==> src/rtl/mirror_pkg.sv <==
package mirror_pkg;
  typedef enum logic [1:0] {ST_IDLE, ST_WR_WAIT, ST_RD_WAIT} mm_state_e;

  // channel that serves reads: 0 while it is online, else 1
  function automatic logic pick_active(input logic [1:0] off);
    return off[0] ? 1'b1 : 1'b0;
  endfunction

  function automatic logic [1:0] chan_bit(input logic c);
    return c ? 2'b10 : 2'b01;
  endfunction

  function automatic int unsigned sat_next(input int unsigned v, input int unsigned maxv);
    return (v >= maxv) ? maxv : v + 1;
  endfunction
endpackage

==> src/rtl/mm_ce_counter.sv <==
module mm_ce_counter #(
  parameter int CW = 8
) (
  input  logic          clk,
  input  logic          rst_n,
  input  logic          hit,
  output logic [CW-1:0] count
);
  import mirror_pkg::*;
  localparam logic [CW-1:0] MAXV = '1;

  always_ff @(posedge clk) begin
    if (!rst_n) count <= '0;
    else if (hit) count <= CW'(sat_next(int'(count), int'(MAXV)));
  end

  assert_ce_hold_R7: assert property (@(posedge clk) disable iff (!rst_n)
    !hit |=> $stable(count));
  assert_ce_step_R7: assert property (@(posedge clk) disable iff (!rst_n)
    (hit && count != MAXV) |=> count == CW'($past(count) + 1'b1));
endmodule

==> src/rtl/mm_health.sv <==
module mm_health (
  input  logic       clk,
  input  logic       rst_n,
  input  logic       clr,
  input  logic [1:0] fail_evt,
  input  logic       fatal_evt,
  output logic [1:0] offline,
  output logic       fatal
);
  always_ff @(posedge clk) begin
    if (!rst_n || clr) begin
      offline <= '0;
      fatal   <= 1'b0;
    end else begin
      offline <= offline | fail_evt;
      fatal   <= fatal | fatal_evt;
    end
  end

  generate
    for (genvar i = 0; i < 2; i++) begin : g_sticky
      assert_offline_sticky_R5: assert property (@(posedge clk) disable iff (!rst_n)
        (offline[i] && !clr) |=> offline[i]);
    end
  endgenerate
  assert_fatal_sticky_R6: assert property (@(posedge clk) disable iff (!rst_n)
    (fatal && !clr) |=> fatal);
endmodule

==> src/rtl/mm_seq.sv <==
module mm_seq #(
  parameter int AW = 10,
  parameter int DW = 32
) (
  input  logic          clk,
  input  logic          rst_n,
  input  logic [1:0]    offline,
  input  logic          req_valid,
  output logic          req_ready,
  input  logic          req_write,
  input  logic [AW-1:0] req_addr,
  input  logic [DW-1:0] req_wdata,
  output logic          rsp_valid,
  output logic [DW-1:0] rsp_rdata,
  output logic          rsp_err,
  output logic [1:0]    ch_req_valid,
  output logic          ch_req_write,
  output logic [AW-1:0] ch_req_addr,
  output logic [DW-1:0] ch_req_wdata,
  input  logic [1:0]    ch_rsp_valid,
  input  logic [2*DW-1:0] ch_rsp_rdata,
  input  logic [1:0]    ch_rsp_ue,
  output logic [1:0]    fail_evt,
  output logic          fatal_evt
);
  import mirror_pkg::*;

  mm_state_e     state;
  logic [1:0]    pend, online, pend_next;
  logic          rd_ch, retried, other_ch, active;
  logic          accept, rd_hit, rd_bad, can_retry;
  logic [DW-1:0] rd_data;

  assign online    = ~offline;
  assign active    = pick_active(offline);
  assign other_ch  = ~rd_ch;
  assign req_ready = (state == ST_IDLE);
  assign accept    = req_valid && req_ready;
  assign rd_hit    = (state == ST_RD_WAIT) && ch_rsp_valid[rd_ch];
  assign rd_bad    = rd_hit && ch_rsp_ue[rd_ch];
  assign can_retry = rd_bad && online[other_ch] && !retried;
  assign fail_evt  = can_retry ? chan_bit(rd_ch) : 2'b00;
  assign fatal_evt = rd_bad && !can_retry;
  assign pend_next = pend & ~ch_rsp_valid;
  assign rd_data   = rd_ch ? ch_rsp_rdata[2*DW-1:DW] : ch_rsp_rdata[DW-1:0];

  always_ff @(posedge clk) begin
    if (!rst_n) begin
      state        <= ST_IDLE;
      pend         <= '0;
      rd_ch        <= 1'b0;
      retried      <= 1'b0;
      ch_req_valid <= '0;
      ch_req_write <= 1'b0;
      ch_req_addr  <= '0;
      ch_req_wdata <= '0;
      rsp_valid    <= 1'b0;
      rsp_rdata    <= '0;
      rsp_err      <= 1'b0;
    end else begin
      ch_req_valid <= '0;
      rsp_valid    <= 1'b0;
      case (state)
        ST_IDLE: if (accept) begin
          ch_req_write <= req_write;
          ch_req_addr  <= req_addr;
          ch_req_wdata <= req_wdata;
          retried      <= 1'b0;
          if (online == 2'b00) begin
            rsp_valid <= 1'b1;
            rsp_err   <= 1'b1;
            rsp_rdata <= '0;
          end else if (req_write) begin
            ch_req_valid <= online;
            pend         <= online;
            state        <= ST_WR_WAIT;
          end else begin
            ch_req_valid <= chan_bit(active);
            rd_ch        <= active;
            state        <= ST_RD_WAIT;
          end
        end
        ST_WR_WAIT: begin
          pend <= pend_next;
          if (pend_next == 2'b00) begin
            rsp_valid <= 1'b1;
            rsp_err   <= 1'b0;
            rsp_rdata <= '0;
            state     <= ST_IDLE;
          end
        end
        ST_RD_WAIT: if (rd_hit) begin
          if (can_retry) begin
            ch_req_valid <= chan_bit(other_ch);
            rd_ch        <= other_ch;
            retried      <= 1'b1;
          end else begin
            rsp_valid <= 1'b1;
            rsp_err   <= rd_bad;
            rsp_rdata <= rd_bad ? '0 : rd_data;
            state     <= ST_IDLE;
          end
        end
        default: state <= ST_IDLE;
      endcase
    end
  end

  assert_busy_after_accept_R8: assert property (@(posedge clk) disable iff (!rst_n)
    accept |=> !req_ready);
  assert_rsp_pulse_R8: assert property (@(posedge clk) disable iff (!rst_n)
    rsp_valid |=> !rsp_valid);
  assert_read_one_channel_R2: assert property (@(posedge clk) disable iff (!rst_n)
    (ch_req_valid != 2'b00 && !ch_req_write) |-> $onehot(ch_req_valid));
endmodule

==> src/rtl/mirror_mem_ctrl.sv <==
module mirror_mem_ctrl #(
  parameter int AW = 10,
  parameter int DW = 32,
  parameter int CW = 8
) (
  input  logic            clk,
  input  logic            rst_n,
  input  logic            stat_clr,
  input  logic            req_valid,
  output logic            req_ready,
  input  logic            req_write,
  input  logic [AW-1:0]   req_addr,
  input  logic [DW-1:0]   req_wdata,
  output logic            rsp_valid,
  output logic [DW-1:0]   rsp_rdata,
  output logic            rsp_err,
  output logic [1:0]      ch_req_valid,
  output logic            ch_req_write,
  output logic [AW-1:0]   ch_req_addr,
  output logic [DW-1:0]   ch_req_wdata,
  input  logic [1:0]      ch_rsp_valid,
  input  logic [2*DW-1:0] ch_rsp_rdata,
  input  logic [1:0]      ch_rsp_ce,
  input  logic [1:0]      ch_rsp_ue,
  output logic [1:0]      ch_offline,
  output logic            active_ch,
  output logic            fatal,
  output logic [2*CW-1:0] ce_count
);
  import mirror_pkg::*;

  logic [1:0] fail_evt;
  logic       fatal_evt;

  mm_seq #(.AW(AW), .DW(DW)) u_seq (
    .clk(clk), .rst_n(rst_n), .offline(ch_offline),
    .req_valid(req_valid), .req_ready(req_ready), .req_write(req_write),
    .req_addr(req_addr), .req_wdata(req_wdata),
    .rsp_valid(rsp_valid), .rsp_rdata(rsp_rdata), .rsp_err(rsp_err),
    .ch_req_valid(ch_req_valid), .ch_req_write(ch_req_write),
    .ch_req_addr(ch_req_addr), .ch_req_wdata(ch_req_wdata),
    .ch_rsp_valid(ch_rsp_valid), .ch_rsp_rdata(ch_rsp_rdata), .ch_rsp_ue(ch_rsp_ue),
    .fail_evt(fail_evt), .fatal_evt(fatal_evt)
  );

  mm_health u_health (
    .clk(clk), .rst_n(rst_n), .clr(stat_clr),
    .fail_evt(fail_evt), .fatal_evt(fatal_evt),
    .offline(ch_offline), .fatal(fatal)
  );

  generate
    for (genvar i = 0; i < 2; i++) begin : g_ce
      mm_ce_counter #(.CW(CW)) u_cnt (
        .clk(clk), .rst_n(rst_n),
        .hit(ch_rsp_valid[i] & ch_rsp_ce[i]),
        .count(ce_count[i*CW +: CW])
      );
    end
  endgenerate

  assign active_ch = pick_active(ch_offline);

  // a write fans out to exactly the channels that are online
  assert_write_all_online_R1: assert property (@(posedge clk) disable iff (!rst_n)
    (ch_req_valid != 2'b00 && ch_req_write && !$past(stat_clr)) |-> ch_req_valid == ~ch_offline);
  // only an uncorrectable response can take a channel offline
  assert_no_failover_without_ue_R7: assert property (@(posedge clk) disable iff (!rst_n)
    ((ch_rsp_valid & ch_rsp_ue) == 2'b00 && !stat_clr) |=> $stable(ch_offline));
  // once offline, a channel receives no further commands
  assert_offline_silent_R4: assert property (@(posedge clk) disable iff (!rst_n)
    ($past(ch_offline) == ch_offline && !$past(stat_clr)) |-> (ch_req_valid & ch_offline) == 2'b00);
endmodule

==> config.mk <==
export PLATFORM = sky130hd
export DESIGN_NAME = mirror_mem_ctrl
export DESIGN_NICKNAME = d
export VERILOG_FILES = /design/src/rtl/mirror_pkg.sv /design/src/rtl/mm_ce_counter.sv /design/src/rtl/mm_health.sv /design/src/rtl/mm_seq.sv /design/src/rtl/mirror_mem_ctrl.sv
export SDC_FILE = /design/constraint.sdc
export NUM_CORES = 1
export LEC_CHECK = 0
export ABC_AREA = 1
export BUFFER_PORTS_ARGS = -buffer_cell sky130_fd_sc_hd__buf_2
export CORE_MARGIN = 2
export CORE_UTILIZATION = 40
export CTS_CLUSTER_SIZE = 12
export DETAILED_ROUTE_END_ITERATION = 16
export PLACE_DENSITY = 0.71
export SLEW_MARGIN = 10
export SYNTH_ARGS = -nofsm -noshare
export SYNTH_HDL_FRONTEND = slang
export SYNTH_SLANG_ARGS = --single-unit
export TNS_END_PERCENT = 100
==> constraint.sdc <==
create_clock -name clk -period 1.85 [get_ports clk]
set_input_delay 0.2775 -clock clk [delete_from_list [all_inputs] [get_ports clk]]
set_output_delay 0.2775 -clock clk [all_outputs]
set_load 0.03 [all_outputs]
==> out/results.ini, run 1 <==
[sta]
slew_violations = 0
rsz0062_at_grt = no
hold_violations = 0
fin_crit_ps = 1680
tns_ps = 0
finalSetupViolCount = 0
finalCritPeriodShare_pct = 91.0
worst_pin_slew_ps = 401
max_freq_ghz = 0.594
maxSlewHeadroom_pct = 73.3
clock_skew_ps = 15.9

[global_routing]
grt_pass1_vias = 4233
track_usage_pct = 20.2
grt_overflow = 0
grt_max_degree = 45
grt_pass1_wl_mm = 19.4
antenna_found_initial = 0

[yosys]
syn-instance-count = 644
yosysWarnings = 0
syn_avg_cell_area_um2 = 6.95
ys_seq_area_share_pct = 46.5
synth_nets = 763
synth_area_leaders = dfxtp_1 46%, nor2_1 14%, nand2_1 9.6%, o21ai_0 9.1%, a21oi_1 5.4%
yosysUniqueCellTypes = 32
synth_area_um2 = 4480
netlist_top_cells_count = 172 x nor2_1, 114 x nand2_1, 104 x dfxtp_1
synth_ff_type = dfxtp_1
yosysTopAreaCell = dfxtp_1
synth_seq_cells = 104
synth_edf_count = 0
synth.top_cell.area_share_pct = 46.5
async_flop_share_pct = 0
synth_most_common_cell = nor2_1

[min_path]
hp-start = req_wdata[0]
hold_path_end = u_seq.ch_req_wdata[0]$_SDFFE_PN0P_
hold_path.class = input port to flop
worstHoldPathCells = 3

[clock_network]
cts_tree = done
post_cts.repair.setup_buffers = 0
clk_pin_slew_ps = 120
clock_path_buffers = 2
htreeDepth = 3
root_buffer = clkbuf_8
cts.sinks = 104
numCtsBuffers = 9
clkLatencyLatePin_ps = 370

[critical_path]
start_kind = flop
worstPathRequired_ps = 2110
r2r_slack_ps = 170
reg2reg_depth = 9
arrival_ps = 1950
timing.rr.start = u_seq.state[0]$_SDFFE_PN0P_
r2r_end = u_seq.rsp_rdata[0]$_SDFFE_PN0P_
critical_path_class = flop to flop
critPathCaptureType = flop
crit_fanout = 20

[drt]
postRouteWirelength_mm = 12.2
drc = 0
drtIter0Drc = 317
routed-via-count = 4698
wire_per_inst_um = 12.3
via_per_inst = 4.73
first_pass_iters = 5
antenna_left = 0

[floorplan]
fp-row-count = 38
die_w_um = 110
initial_utilization_pct = 41.1
core-area_um2 = 10900
io_pins = 217
dieArea_um2 = 12100
dieHeight_um = 110

[placed_design]
gp_congestion = 0.823
hpwl_mm = 8.92
io_buffers = 216
dpl_cell_area_um2 = 5670

[power]
p_leak_uw = 0.00307
p_total_uw = 5800
power_density_nw_per_um2 = 987
peakVddDrop_v = 0.000421

[run]
max_cap_violations = 0

[final_layout]
nets = 966
final_area_um2 = 5870
drive_above_1_share_pct = 30.6
fill_cells = 1132
syn_to_final_growth_pct = 31.1

[outcome]
outcome = complete, no violations

==> how the worst max path moves through the flow <==
stage | startpoint | end | slack (ps) | cells past startpoint
2_1_floorplan | u_seq.state[1]$_SDFFE_PN0P_ | u_seq.rsp_err$_SDFFE_PN0P_ | 250 | 9
3_3_place_gp | u_seq.rd_ch$_SDFFE_PN0P_ | u_seq.rsp_rdata[15]$_SDFFE_PN0P_ | 220 | 10
3_5_place_dp | u_seq.rd_ch$_SDFFE_PN0P_ | u_seq.rsp_rdata[0]$_SDFFE_PN0P_ | 150 | 10
4_1_cts | u_seq.rd_ch$_SDFFE_PN0P_ | u_seq.rsp_rdata[0]$_SDFFE_PN0P_ | 130 | 10
5_1_grt | u_seq.state[0]$_SDFFE_PN0P_ | u_seq.rsp_rdata[21]$_SDFFE_PN0P_ | 9 | 9
6_report | u_seq.state[0]$_SDFFE_PN0P_ | u_seq.rsp_rdata[0]$_SDFFE_PN0P_ | 170 | 9
==> logic make-up (layout without fill, tap and decap cells) <==
family                     count (synthesis)  count (layout)  share of synthesized area [%]
xor gates and xnor gates                   4               4                          0.782
AOI/OAI and AO/OA                        154             154                           17.7
buffers and inverters                     69             277                           6.79
and+or+nand+nor                          311             311                           27.7
adders and majority gates                  2               2                          0.559
other                                      0               1                              0
DFF                                      104             104                           46.5
==> layout make-up <==
| cell class | instances | area [um2] | area share [%] |
|---|---|---|---|
| diodes | 1 | 2.50 | 0.0426 |
| clock buffers | 9 | 124 | 2.11 |
| clock inverters | 7 | 72.6 | 1.24 |
| inverters | 33 | 126 | 2.15 |
| multi-input cells | 471 | 2090 | 35.6 |
| flip-flops and latches | 104 | 2080 | 35.5 |
| well taps | 140 | 175 | 2.98 |
| repair buffers | 228 | 1200 | 20.4 |
==> critical path, stage by stage, from the launching register on <==
cell	delay (ps)
dfxtp_1	340
inv_2	100
nand2_1	140
nor2_4	210
nand3_4	120
nand2_2	100
nand2_4	110
buf_4	230
o21ai_0	180
nor2_1	50
==> metal layers <==
layer / GRT usage [%] / up-vias / routed length, um
met4: 7.50 / 0 / 146
met5: 0 / - / 0
met3: 5.33 / 12 / 956
met2: 34.2 / 149 / 5730
li1: - / 2477 / -
met1: 24.4 / 2060 / 5350
==> flip-flops by register name, indices dropped and copies added (netlist names) <==
| signal | count |
|---|---|
| u_seq.ch_req_addr | 10 |
| u_seq.pend | 2 |
| u_seq.retried | 1 |
| u_seq.ch_req_write | 1 |
| u_seq.rsp_valid | 1 |
| u_seq.ch_req_valid | 2 |
| u_health.fatal | 1 |
| u_seq.rd_ch | 1 |
| u_seq.rsp_rdata | 32 |
| u_seq.state | 2 |
| u_seq.ch_req_wdata | 32 |
| u_seq.rsp_err | 1 |
| g_ce.u_cnt.count | 16 |
| u_health.offline | 2 |
==> placed cells by master, fill, tap and decap left out, drive strengths merged, types with 2 or more instances in the layout <==
cell type,n
or2,3
a31oi,7
nand3,8
xor2,2
nor3,2
inv,37
ha,2
nand4,4
a21oi,48
xnor2,2
clkbuf,9
buf,228
nand2,118
o21ai,94
nor2,175
a21o,2
dfxtp,104
clkinv,2
==> power breakdown <==
group	total [uW]	internal [uW]	switching, uW
clock	1400	533	865
combinational	1770	545	1230
sequential	2630	2500	130
total	5800	3570	2220
==> stage by stage <==
| step | hold slack [ps] | worst slack (ps) | utilization (%) | cells |
|---|---|---|---|---|
| after CTS | 131 | 133 | 53.9 | 992 |
| after floorplan | 432 | 245 | - | 644 |
| after detailed placement | 459 | 153 | 52.1 | 976 |
| after global routing | 132 | 8.80 | 53.9 | 992 |
| after global placement | 452 | 223 | 52.1 | 976 |
| final | 150 | 167 | 53.9 | 993 |
==> timing repair <==
action | in CTS | in global routing
endpoints found under the setup margin | 0 | 26
gates resized for setup | 0 | 1
hold buffers | 0 | 0
Note: power is estimated with default switching activity, not from simulation.
==> run 2: changes to the inputs <==
--- a/config.mk
+++ b/config.mk
@@ -11,7 +11,7 @@
 export CORE_UTILIZATION = 40
 export CTS_CLUSTER_SIZE = 12
 export DETAILED_ROUTE_END_ITERATION = 16
-export PLACE_DENSITY = 0.71
+export PLACE_DENSITY = 0.81
 export SLEW_MARGIN = 10
 export SYNTH_ARGS = -nofsm -noshare
 export SYNTH_HDL_FRONTEND = slang
==> run 2 against run 1 <==
Effect of this change:
- flip-flop and latch count is the same
- register-to-register slack gained 50 ps
- sequential share of layout area shrank 0.093 points
- sequential power is essentially flat
- power grew 1.8%
- final cell count shrank 0.10%
- via count grew 0.62%
- non-clock buffer count is the same
- global-route usage shrank 1.5 points
- largest cell class unchanged
==> out/results.ini, run 2 (synthesized netlist as in run 1, its figures left out) <==
[clock_network]
root_buffer = clkbuf_8
htreeDepth = 3  ; unchanged
numCtsBuffers = 9  ; unchanged
clkLatencyLatePin_ps = 360  ; about the same
clk_pin_slew_ps = 110  ; about the same
ctsHoldBuffers = 0  ; unchanged
clock_path_buffers = 2  ; unchanged
cts_tree = done
cts.sinks = 104  ; unchanged

[run]
max_cap_violations = 0  ; unchanged

[floorplan]
core-area_um2 = 10900  ; unchanged
dieHeight_um = 110  ; unchanged
fp-row-count = 38  ; unchanged
io_pins = 217  ; unchanged
initial_utilization_pct = 41.1  ; unchanged
dieArea_um2 = 12100  ; unchanged
die_w_um = 110  ; unchanged

[min_path]
worstHoldPathCells = 3  ; unchanged
hold_path_end = u_seq.ch_req_addr[3]$_SDFFE_PN0P_
hp-start = req_addr[3]
hold_path.class = input port to flop

[critical_path]
critical_path.most_common_cell = nand2_2
worstPathRequired_ps = 2110  ; about the same
r2r_slack_ps = 210  ; +50 ps
max_stage_delay_ps = 400  ; +60 ps
start_kind = flop
reg2reg_depth = 10  ; +1
arrival_ps = 1900  ; -50 ps
path_cells = inv_2 -> nand2_1 -> nand2_2 -> nor2_4 -> nand3_4 -> nand2_2 -> nand2_4 -> buf_6 -> o21ai_0 -> nor2_1
timing.rr.start = u_seq.rd_ch$_SDFFE_PN0P_
critPathCaptureType = flop
critical_path_class = flop to flop
crit_fanout = 20  ; unchanged
r2r_end = u_seq.rsp_rdata[27]$_SDFFE_PN0P_
cp_slowest_cell = dfxtp_4

[final_layout]
fill_cells = 1076  ; -4.9%
top_regs = u_seq.ch_req_wdata (32), u_seq.rsp_rdata (32), g_ce.u_cnt.count (16)
final_common_cell = buf_2
nets = 966  ; unchanged
antenna_cells = 0  ; -1
syn_to_final_growth_pct = 31.6
drive_above_1_share_pct = 30.8  ; +0.12 points
final_cell_mix = 216 x buf_2, 171 x nor2_1, 114 x nand2_1

[placed_design]
gp_congestion = 0.900  ; +9.4%
io_buffers = 216  ; unchanged
hpwl_mm = 8.87  ; -0.53%

[sta]
clock_skew_ps = 12.8  ; -3.03 ps
fin_crit_ps = 1640  ; -45.6 ps
finalCritPeriodShare_pct = 88.5  ; -2.5 points
max_freq_ghz = 0.611  ; +2.8%
rsz0062_at_grt = no
worst_pin_slew_ps = 421  ; +20.0 ps
maxSlewHeadroom_pct = 71.9  ; -1.4 points
hold_violations = 0  ; unchanged
slew_violations = 0  ; unchanged
finalSetupViolCount = 0  ; unchanged
tns_ps = 0  ; unchanged

[drt]
wire_per_inst_um = 12.1  ; -1.1%
routed-via-count = 4727  ; +0.62%
postRouteWirelength_mm = 12.0  ; -1.2%
drc = 0  ; unchanged
via_per_inst = 4.77  ; +0.72%
drtIter0Drc = 367  ; +16%
antenna_left = 0  ; unchanged
first_pass_iters = 4  ; -1

[global_routing]
grt_max_degree = 47  ; +4.4%
grt_overflow = 0  ; unchanged
grt_pass1_wl_mm = 18.0  ; -7.3%
track_usage_pct = 18.7  ; -1.5 points
grt_pass1_vias = 3967  ; -6.3%
antenna_found_initial = 0  ; unchanged

[power]
power_frac_clock_pct = 25.4  ; +1.3 points
internal_power_uw = 3710  ; +3.8%
power_density_nw_per_um2 = 1000  ; +1.4%
combPwrFrac_pct = 30.1  ; -0.5 points
switching_share_pct = 37.2  ; -1.2 points
peakVddDrop_v = 0.000549  ; +30%
power_frac_seq_pct = 44.6  ; -0.7 points
p_leak_uw = 0.00309  ; +0.53%
netSwitchingPower_uw = 2190  ; -1.4%
p_total_uw = 5900  ; +1.8%

[outcome]
outcome = complete, no violations

[run 2: cell type report]
cell class | count | area (um2) | area share (%)
Clock inverter | 7 | 86.3 | 1.46
Tap cell | 140 | 175 | 2.97
Clock buffer | 9 | 124 | 2.10
Timing Repair Buffer | 228 | 1200 | 20.4
Multi-Input combinational cell | 471 | 2090 | 35.5
Sequential cell | 104 | 2090 | 35.4
Inverter | 33 | 129 | 2.19
[run 2: timing repair]
item                                    CTS  global route
endpoints found under the setup margin    0            34
gates resized for setup                   0             5
buffers inserted                          0             0
[run 2: worst max path at each step]
stage                                startpoint                               end  slack, ps  cells past startpoint
global placement       u_seq.rd_ch$_SDFFE_PN0P_  u_seq.rsp_rdata[30]$_SDFFE_PN0P_        190                     10
CTS                    u_seq.rd_ch$_SDFFE_PN0P_  u_seq.rsp_rdata[28]$_SDFFE_PN0P_         70                     10
detailed placement     u_seq.rd_ch$_SDFFE_PN0P_  u_seq.rsp_rdata[28]$_SDFFE_PN0P_         90                     10
floorplan           u_seq.state[1]$_SDFFE_PN0P_        u_seq.rsp_err$_SDFFE_PN0P_        250                      9
global route           u_seq.rd_ch$_SDFFE_PN0P_  u_seq.rsp_rdata[17]$_SDFFE_PN0P_          6                     10
finish                 u_seq.rd_ch$_SDFFE_PN0P_  u_seq.rsp_rdata[27]$_SDFFE_PN0P_        210                     10
[run 2: worst max-delay path: cells and delay by family (launching register included)]
kind / cells / cell delay (ps)
flip-flops: 1 / 400
AO/OA/AOI/OAI: 1 / 170
buffers and inverters: 2 / 250
AND/OR/NAND/NOR: 7 / 710
[run 2: through the flow]
stage | util [%] | worst slack [ps] | hold WS (ps) | cell area [um2] | cells
finish | 54.1 | 213 | 160 | 5890 | 992
global route | 54.1 | 5.73 | 151 | 5890 | 992
global placement | 52.1 | 186 | 450 | 5670 | 976
CTS | 54.0 | 69.0 | 146 | 5880 | 992
floorplan | - | 245 | 432 | 4480 | 644
detailed placement | 52.1 | 90.4 | 463 | 5670 | 976
[run 2: power groups by stage]
stage / sequential [uW] / combinational, uW / clock, uW
detailed placement: 2680 / 1770 / 0
global placement: 2670 / 1760 / 0
global route: 2660 / 1960 / 1630
CTS: 2630 / 1780 / 1540
finish: 2630 / 1770 / 1500
floorplan: 3140 / 770 / 0
[run 2: routing by layer]
metal,wire length [um],global-route usage [%],vias to the layer above
met2,5700,32.0,170
met5,0,0,-
li1,-,-,2476
met3,761,4.39,9
met4,111,5.06,0
met1,5460,23.3,2072
